`src/rtl/stk_ofs_pkg.sv`:
```
package stk_ofs_pkg;

  typedef enum logic [2:0] {
    IK_OTHER    = 3'd0,
    IK_PUSH     = 3'd1,
    IK_POP      = 3'd2,
    IK_CALL     = 3'd3,
    IK_RET      = 3'd4,
    IK_SP_READ  = 3'd5,
    IK_SP_WRITE = 3'd6,
    IK_SPARE    = 3'd7
  } ins_kind_e;

  typedef enum logic [1:0] {
    UK_SYNC  = 2'd0,
    UK_LOAD  = 2'd1,
    UK_STORE = 2'd2,
    UK_PASS  = 2'd3
  } uop_kind_e;

endpackage

```
`src/rtl/stk_ofs_rst_sync.sv`:
```
module stk_ofs_rst_sync (
  input  logic clk,
  input  logic rst_n_a,
  output logic rst_n_s
);
  logic meta_q;
  logic hold_q;

  always_ff @(posedge clk or negedge rst_n_a) begin
    if (!rst_n_a) begin
      meta_q <= 1'b0;
      hold_q <= 1'b0;
    end else begin
      meta_q <= 1'b1;
      hold_q <= meta_q;
    end
  end

  assign rst_n_s = hold_q;
endmodule

```
`src/rtl/stk_ofs_decide.sv`:
```
module stk_ofs_decide
  import stk_ofs_pkg::*;
#(
  parameter int OFS_W = 8,
  parameter int STEP  = 8
) (
  input  ins_kind_e               kind,
  input  logic signed [OFS_W-1:0] ofs_cur,
  output logic                    need_sync,
  output uop_kind_e               ukind,
  output logic signed [OFS_W-1:0] disp,
  output logic signed [OFS_W-1:0] ofs_after
);
  localparam int EXT_W = OFS_W + 2;
  localparam logic signed [EXT_W-1:0] LIM_HI = EXT_W'((2 ** (OFS_W - 1)) - 1);
  localparam logic signed [EXT_W-1:0] LIM_LO = -EXT_W'(2 ** (OFS_W - 1));
  localparam logic signed [EXT_W-1:0] STEP_X = EXT_W'(STEP);

  logic signed [EXT_W-1:0] ofs_x;
  logic signed [EXT_W-1:0] dn_x;
  logic signed [EXT_W-1:0] up_x;
  logic                    dn_over;
  logic                    up_over;
  logic                    ofs_nz;

  always_comb begin
    ofs_x   = {{2{ofs_cur[OFS_W-1]}}, ofs_cur};
    dn_x    = ofs_x - STEP_X;
    up_x    = ofs_x + STEP_X;
    dn_over = (dn_x < LIM_LO);
    up_over = (up_x > LIM_HI);
    ofs_nz  = (ofs_cur != '0);
  end

  always_comb begin
    need_sync = 1'b0;
    ukind     = UK_PASS;
    disp      = '0;
    ofs_after = ofs_cur;
    unique case (kind)
      IK_PUSH, IK_CALL: begin
        if (dn_over) begin
          need_sync = 1'b1;
        end else begin
          ukind     = UK_STORE;
          disp      = dn_x[OFS_W-1:0];
          ofs_after = dn_x[OFS_W-1:0];
        end
      end
      IK_POP, IK_RET: begin
        if (up_over) begin
          need_sync = 1'b1;
        end else begin
          ukind     = UK_LOAD;
          disp      = ofs_cur;
          ofs_after = up_x[OFS_W-1:0];
        end
      end
      IK_SP_READ, IK_SP_WRITE: begin
        need_sync = ofs_nz;
      end
      default: begin
        need_sync = 1'b0;
      end
    endcase
    if (need_sync) begin
      ukind     = UK_SYNC;
      disp      = ofs_cur;
      ofs_after = '0;
    end
  end
endmodule

```
`src/rtl/stk_ofs_acc.sv`:
```
module stk_ofs_acc #(
  parameter int OFS_W = 8
) (
  input  logic                    clk,
  input  logic                    rst_n,
  input  logic                    flush,
  input  logic                    upd_en,
  input  logic signed [OFS_W-1:0] ofs_nxt,
  output logic signed [OFS_W-1:0] ofs_q
);
  logic                    acc_en;
  logic signed [OFS_W-1:0] acc_d;

  always_comb begin
    acc_en = flush | upd_en;
    acc_d  = flush ? '0 : ofs_nxt;
  end

  always_ff @(posedge clk or negedge rst_n) begin
    if (!rst_n) begin
      ofs_q <= '0;
    end else if (acc_en) begin
      ofs_q <= acc_d;
    end
  end
endmodule

```
`src/rtl/stk_ofs_tracker.sv`:
```
module stk_ofs_tracker
  import stk_ofs_pkg::*;
#(
  parameter int OFS_W = 8,
  parameter int STEP  = 8,
  parameter int TAG_W = 8
) (
  input  logic             clk,
  input  logic             rst_n,
  input  logic             flush,
  input  logic             in_valid,
  output logic             in_ready,
  input  logic [2:0]       in_kind,
  input  logic [TAG_W-1:0] in_tag,
  output logic             out_valid,
  input  logic             out_ready,
  output logic [1:0]       out_kind,
  output logic [OFS_W-1:0] out_disp,
  output logic [TAG_W-1:0] out_tag
);
  logic                    rst_n_s;
  logic signed [OFS_W-1:0] ofs_q;
  logic signed [OFS_W-1:0] ofs_after;
  logic signed [OFS_W-1:0] disp_w;
  logic                    need_sync;
  uop_kind_e               ukind;
  ins_kind_e               kind_w;
  logic                    fire;

  stk_ofs_rst_sync u_rst (
    .clk     (clk),
    .rst_n_a (rst_n),
    .rst_n_s (rst_n_s)
  );

  assign kind_w = ins_kind_e'(in_kind);

  stk_ofs_decide #(.OFS_W(OFS_W), .STEP(STEP)) u_decide (
    .kind      (kind_w),
    .ofs_cur   (ofs_q),
    .need_sync (need_sync),
    .ukind     (ukind),
    .disp      (disp_w),
    .ofs_after (ofs_after)
  );

  always_comb begin
    out_valid = in_valid & ~flush & rst_n_s;
    fire      = out_valid & out_ready;
    in_ready  = fire & ~need_sync;
    out_kind  = ukind;
    out_disp  = disp_w;
    out_tag   = in_tag;
  end

  stk_ofs_acc #(.OFS_W(OFS_W)) u_acc (
    .clk     (clk),
    .rst_n   (rst_n_s),
    .flush   (flush),
    .upd_en  (fire),
    .ofs_nxt (ofs_after),
    .ofs_q   (ofs_q)
  );
endmodule

```
`config.mk`:
```
export PLATFORM = sky130hd
export DESIGN_NAME = stk_ofs_tracker
export DESIGN_NICKNAME = d
export VERILOG_FILES = /design/src/rtl/stk_ofs_pkg.sv /design/src/rtl/stk_ofs_rst_sync.sv /design/src/rtl/stk_ofs_decide.sv /design/src/rtl/stk_ofs_acc.sv /design/src/rtl/stk_ofs_tracker.sv
export SDC_FILE = /design/constraint.sdc
export NUM_CORES = 1
export LEC_CHECK = 0
export BUFFER_PORTS_ARGS = -buffer_cell sky130_fd_sc_hd__buf_2
export CAP_MARGIN = 15
export CORE_UTILIZATION = 47
export CTS_CLUSTER_DIAMETER = 100
export DETAILED_ROUTE_END_ITERATION = 8
export GPL_TIMING_DRIVEN = 0
export PLACE_DENSITY = 0.91
export SLEW_MARGIN = 20
export SYNTH_ARGS = -nofsm -noshare
export SYNTH_HDL_FRONTEND = slang
export SYNTH_SLANG_ARGS = --single-unit
```
`constraint.sdc`:
```
create_clock -name clk -period 2.25 [get_ports clk]
set_input_delay 0.3375 -clock clk [delete_from_list [all_inputs] [get_ports clk]]
set_output_delay 0.3375 -clock clk [all_outputs]
set_load 0.02 [all_outputs]
```
**Word-level counts from Yosys, hierarchy flattened**

Cells that the tools add are included.

- Bitwise gates (word level): 7
- Magnitude comparators: 2
- Reduce and logical (&&, ||, !) cells: 6
- Mux-type cells: 16
- Equal/unequal tests: 8
- Add/subtract/negate cells: 2

Operators with widths:

| cell | count |
|---|---|
| two-way mux 8 bit | 7 |
| case mux 8 bit (2 select lines) | 2 |
| > comparator 10 x 8 -> 1 bit (second input constant) | 1 |
| < comparator 10 x 8 -> 1 bit (second input constant) | 1 |
| adder 8 x 5 -> 9 bit (second input constant) | 1 |
| equality test 3 bit (second input constant) | 3 |
| subtractor 8 x 5 -> 9 bit (second input constant) | 1 |
| != test 4 bit (second input constant) | 2 |
| nonzero test 8 bit | 1 |
| equality test 3 x 2 -> 1 bit (second input constant) | 2 |
| OR reduction 2 bit | 3 |
| bitwise AND 1 bit | 4 |
| two-way mux 2 bit | 2 |
| case mux 2 bit (2 select lines) | 1 |
| AND reduction 4 bit | 1 |
| nonzero test 4 bit | 1 |
| equality test 3 x 1 -> 1 bit (second input constant) | 1 |
| two-way mux 1 bit | 3 |
| case mux 1 bit (3 select lines) | 1 |
| inverter 1 bit | 2 |
| bitwise OR 1 bit | 1 |

- Logic and storage cells: 44
- Input bits: 16
- Bits in registers: 10

**Logic depth before layout (Yosys ltp)**

- Word-level depth: 6
- Mapped depth: 7
- Depth with buffers taken out: 7

**Modules after synthesis**

A second synthesis with hierarchy kept.

- Cells, all modules: 143
- Area total of the unflattened synthesis: 1118.6 um2

Modules (own cells, without submodules):

| module | times used | cells an instance | seq. area each (um2) | area each (um2) |
|---|---|---|---|---|
| stk_ofs_decide | 1 | 102 | 0.0 | 653.1 |
| stk_ofs_acc | 1 | 26 | 200.2 | 325.3 |
| stk_ofs_tracker | 1 | 12 | 0.0 | 86.3 |
| stk_ofs_rst_sync | 1 | 3 | 50.0 | 53.8 |

**Worst setup path after synthesis**

No wires, ideal clock.

- Path kind: reg-to-output
- Start point: register u_acc.ofs_q[3]
- End point: output out_disp[5]
- Arrival: 2.117 ns
- Path slack: -0.205 ns
- Data required time: 1.913 ns
- Path buffers: 0
- Stages on the path, launching flop included: 8
- Cells stage by stage: dfrtp_1 -> inv_1 -> ha_1 -> and2_0 -> o21ai_1 -> nor2_1 -> a211oi_2 -> a31oi_1

- Longest elaborated chain between the ends: 5

RTL lines:

| item | line | RTL |
|---|---|---|
| start: declaration | stk_ofs_acc.sv:9 | `output logic signed [OFS_W-1:0] ofs_q` |
| start signal: assignment | stk_ofs_acc.sv:21 | `ofs_q <= '0;` |
| start signal: assignment | stk_ofs_acc.sv:23 | `ofs_q <= acc_d;` |
| adder 8 x 5 -> 9 bit / subtractor 8 x 5 -> 9 bit (equally long branches) | stk_ofs_decide.sv:29, stk_ofs_decide.sv:28 |  |
| > comparator 10 x 8 -> 1 bit / < comparator 10 x 8 -> 1 bit (equally long branches) | stk_ofs_decide.sv:31, stk_ofs_decide.sv:30 |  |
| two-way mux 1 bit, or another cell as far along | stk_ofs_decide.sv:51 | `if (up_over) begin` |
| case mux 1 bit (3 select lines) / case mux 8 bit (2 select lines) (equally long branches) | stk_ofs_decide.sv:40 | `unique case (kind)` |
| two-way mux 8 bit (*) | stk_ofs_decide.sv:66 | `if (need_sync) begin` |
| end: declaration | stk_ofs_tracker.sv:18 | `output logic [OFS_W-1:0] out_disp,` |

Every way passes the cells marked *; elsewhere a longest branch is shown, timed or not.

**Worst setup path in the final report**

- Start point: register u_acc.ofs_q[3]
- End point: output out_disp[7]

The elaborated chain is that of the path after synthesis.

==> reports/qor.csv <==
stage;metric;value;unit
grt;grt_max_degree;11;
grt;grt_pass1_vias;1016;
placed_design;dpl_cell_area;0.001056;mm²
setup_path;crit_end;out_disp[7];
layout;final_util;83.41;%
sta;setup_ws;-246.8;ps
sta;report.final.slew_viol_count;0;
yosys;netlist_top_cells_area;dfrtp_1 21%, buf_4 9.9%, nand2_1 4.0%;
yosys;yosys_warnings;0;
drt;routed_wl;2.983;mm
die;floorplan.die.height;44.23;µm
grt;grt-ovfl-total;0;
clock_network;clk_pin_slew_worst_paths;60;ps
yosys;ys_ff_latch;7;
setup_path;critPathRequiredTime;1910;ps
sta;grt_setup_unrepaired;yes;
placed_design;hpwl;1.715;mm
setup_path;cp_slowest_cell;dfrtp_2;
run;maxCapViolations;0;
setup_path;reg2reg_slack;150;ps
clock_network;cts_buffers;3;
setup_path;path_common_cell;buf_6;
clock_network;cts_num_sinks;7;
grt;antenna_found_initial;0;
layout;areaGrowthSynthToFinish;56.87;%
die;rows;14;
setup_path;start_kind;flop;
drt;ant_nets;0;
yosys;yosys.area.top_type;dfrtp_1;
sta;setup_viol;8;
yosys;synthTopCellsByCount;11 x buf_4, 9 x nand2_1, 8 x nor2_1, 7 x dfrtp_1;
layout;finalNetCount;174;
layout;fill_cells;95;
clock_network;clk_latency;270;ps
die;die-area;0.001956;mm²
yosys;synth_edf_count;0;
clock_network;cts-root-buf;clkbuf_4;
placed_design;place_congestion;0.8780;
placed_design;port_buffers;22;
power_and_ir_drop;p_leak;0.5751;nW
drt;viasPerCell;6.088;
yosys;synthArstFlopShare;100.0;%
setup_path;arrival;2160;ps
clock_network;htree_levels;1;
drt;firstDrtPassIters;6;
drt;post-route-drc-count;0;
setup_path;crit_fanout;6;
yosys;avgSynthCellArea;7.485;µm²
sta;fin_crit_sh;111.0;%
die;die_w;44.23;µm
layout;drive_gt1_share;54.84;%
die;initial_core_util;53.17;%
drt;num_vias;1041;
die;core_area;0.001577;mm²
yosys;synth_cells;112;
drt;drt_iter0_drc;32;
setup_path;cp_cell_sequence;or3_4 -> nor3_4 -> a31oi_2 -> a211oi_4 -> buf_6 -> a31oi_4 -> buf_6;
setup_path;crit-reg2reg-launch;u_acc.ofs_q[3];
drt;wl_per_cell;17.44;µm
clock_network;cts_tree;done;
grt;grt_use_total;34.15;%
status;outcome;finished with violations;
sta;setup_tns;-1563;ps
sta;skew;10.69;ps
yosys;syn_area;838.3;µm²
sta;fin_crit;2497;ps
setup_path;path_class;reg -> out;
layout;fin_area;0.001315;mm²
power_and_ir_drop;peakVddDrop;0.3738;mV
yosys;ys.flop_type;dfrtp_1;
yosys;ys_seq_area_share;20.90;%
grt;grt_pass1_wl;4.816;mm
layout;n_antenna_cell;0;
setup_path;worstSetupStartpoint;u_acc.ofs_q[3];
yosys;synth_top_area_share;20.90;%
placed_design;pre_cts_ws;-214.4;ps
power_and_ir_drop;powerDensity;419.4;mW/mm²
min_path;hold_path_class;reg -> async;
setup_path;end_kind;output port;
setup_path;worst-r2r-cell-count;9;
sta;fmax;0.4005;GHz
die;pin_count;36;
sta;hold_viol_final;0;
yosys;yosysMostFrequentCell;buf_4;
setup_path;r2r_end;u_acc.ofs_q[6];
clock_network;cts_buffer_depth;2;
setup_path;slowest_delay;460;ps
yosys;synth_cell_types;41;
status;violations;negative setup slack;
layer usage:
| layer | track usage (%) | wire length, µm | vias to the layer above |
|---|---|---|---|
| met5 | 0 | 0 | - |
| met4 | 18.79 | 157 | 0 |
| met3 | 8.163 | 277 | 18 |
| met2 | 54.71 | 1439 | 77 |
| met1 | 42.03 | 1109 | 471 |
| li1 | - | - | 475 |
cell type report:
cell class | instances | area, µm² | area share (%)
Multi-Input combinational cell | 85 | 694.4 | 52.81
Timing Repair Buffer | 38 | 271.5 | 20.65
Sequential cell | 7 | 177.7 | 13.51
Tap cell | 16 | 20.02 | 1.522
Buffer | 15 | 102.6 | 7.802
Clock buffer | 4 | 26.28 | 1.998
Inverter | 6 | 22.52 | 1.713
power by group:
part           switching, mW  internal, mW  leakage [nW]
sequential           0.00906         0.131        0.0892
combinational          0.154         0.134         0.471
clock                 0.0557        0.0683        0.0150
what timing repair did:
item	CTS	global route
resized for setup	23	6
hold endpoints to repair	2	0
buffers inserted	13	2
endpoints found under the setup margin	8	8
hold buffers	1	0
pin swaps	4	2
registers in the layout, indices dropped and copies added, names as in the netlist:
| signal | cells |
|---|---|
| u_acc.ofs_q | 5 |
| u_rst.rst_n_s | 1 |
| u_rst.meta_q | 1 |
critical path: cells and delay by family, from the launching register on:
| family | cells | cell delay (ps) |
|---|---|---|
| AO/OA/AOI/OAI | 3 | 480 |
| buffers and inverters | 2 | 310 |
| AND/OR/NAND/NOR | 2 | 640 |
| flip-flops | 1 | 460 |
cell usage in the layout (no fill, tap or decap), types with 3 or more instances in the layout:
cell and n:
buf_6 7, conb_1 4, nor2_1 7, buf_4 24
nand3_1 4, nand2_1 9, dfrtp_1 5, o21ai_1 4
o21ai_0 3, clkbuf_4 3, a21oi_1 5, buf_2 21
inv_1 4
cell families after synthesis:
| kind of cell | share of synthesized area (%) |
|---|---|
| simple gates | 28.36 |
| compound gates | 26.87 |
| buf+inv | 16.27 |
| flops | 20.90 |
| fa+ha+maj | 2.985 |
| other cells | 0.8959 |
| mux | 2.686 |
| xor+xnor | 1.045 |
worst min-delay path by stage:
stage | to | slack (ps)
6_report | u_acc.ofs_q[7] | 120
5_1_grt | u_acc.ofs_q[7] | 140
4_1_cts | u_acc.ofs_q[7] | 110
3_5_place_dp | u_acc.ofs_q[3] | 110
3_3_place_gp | u_acc.ofs_q[5] | 100
2_1_floorplan | u_rst.meta_q | 40
per-stage QoR:
stage | std cells | power, mW | hold slack [ps]
floorplan | 114 | 0.3048 | 41.91
global placement | 152 | 0.3466 | 99.21
detailed placement | 152 | 0.3542 | 107.8
CTS | 170 | 0.5250 | 110.7
global route | 171 | 0.5766 | 137.2
finish | 171 | 0.5516 | 115.3
(Power assumes the default switching activity.)
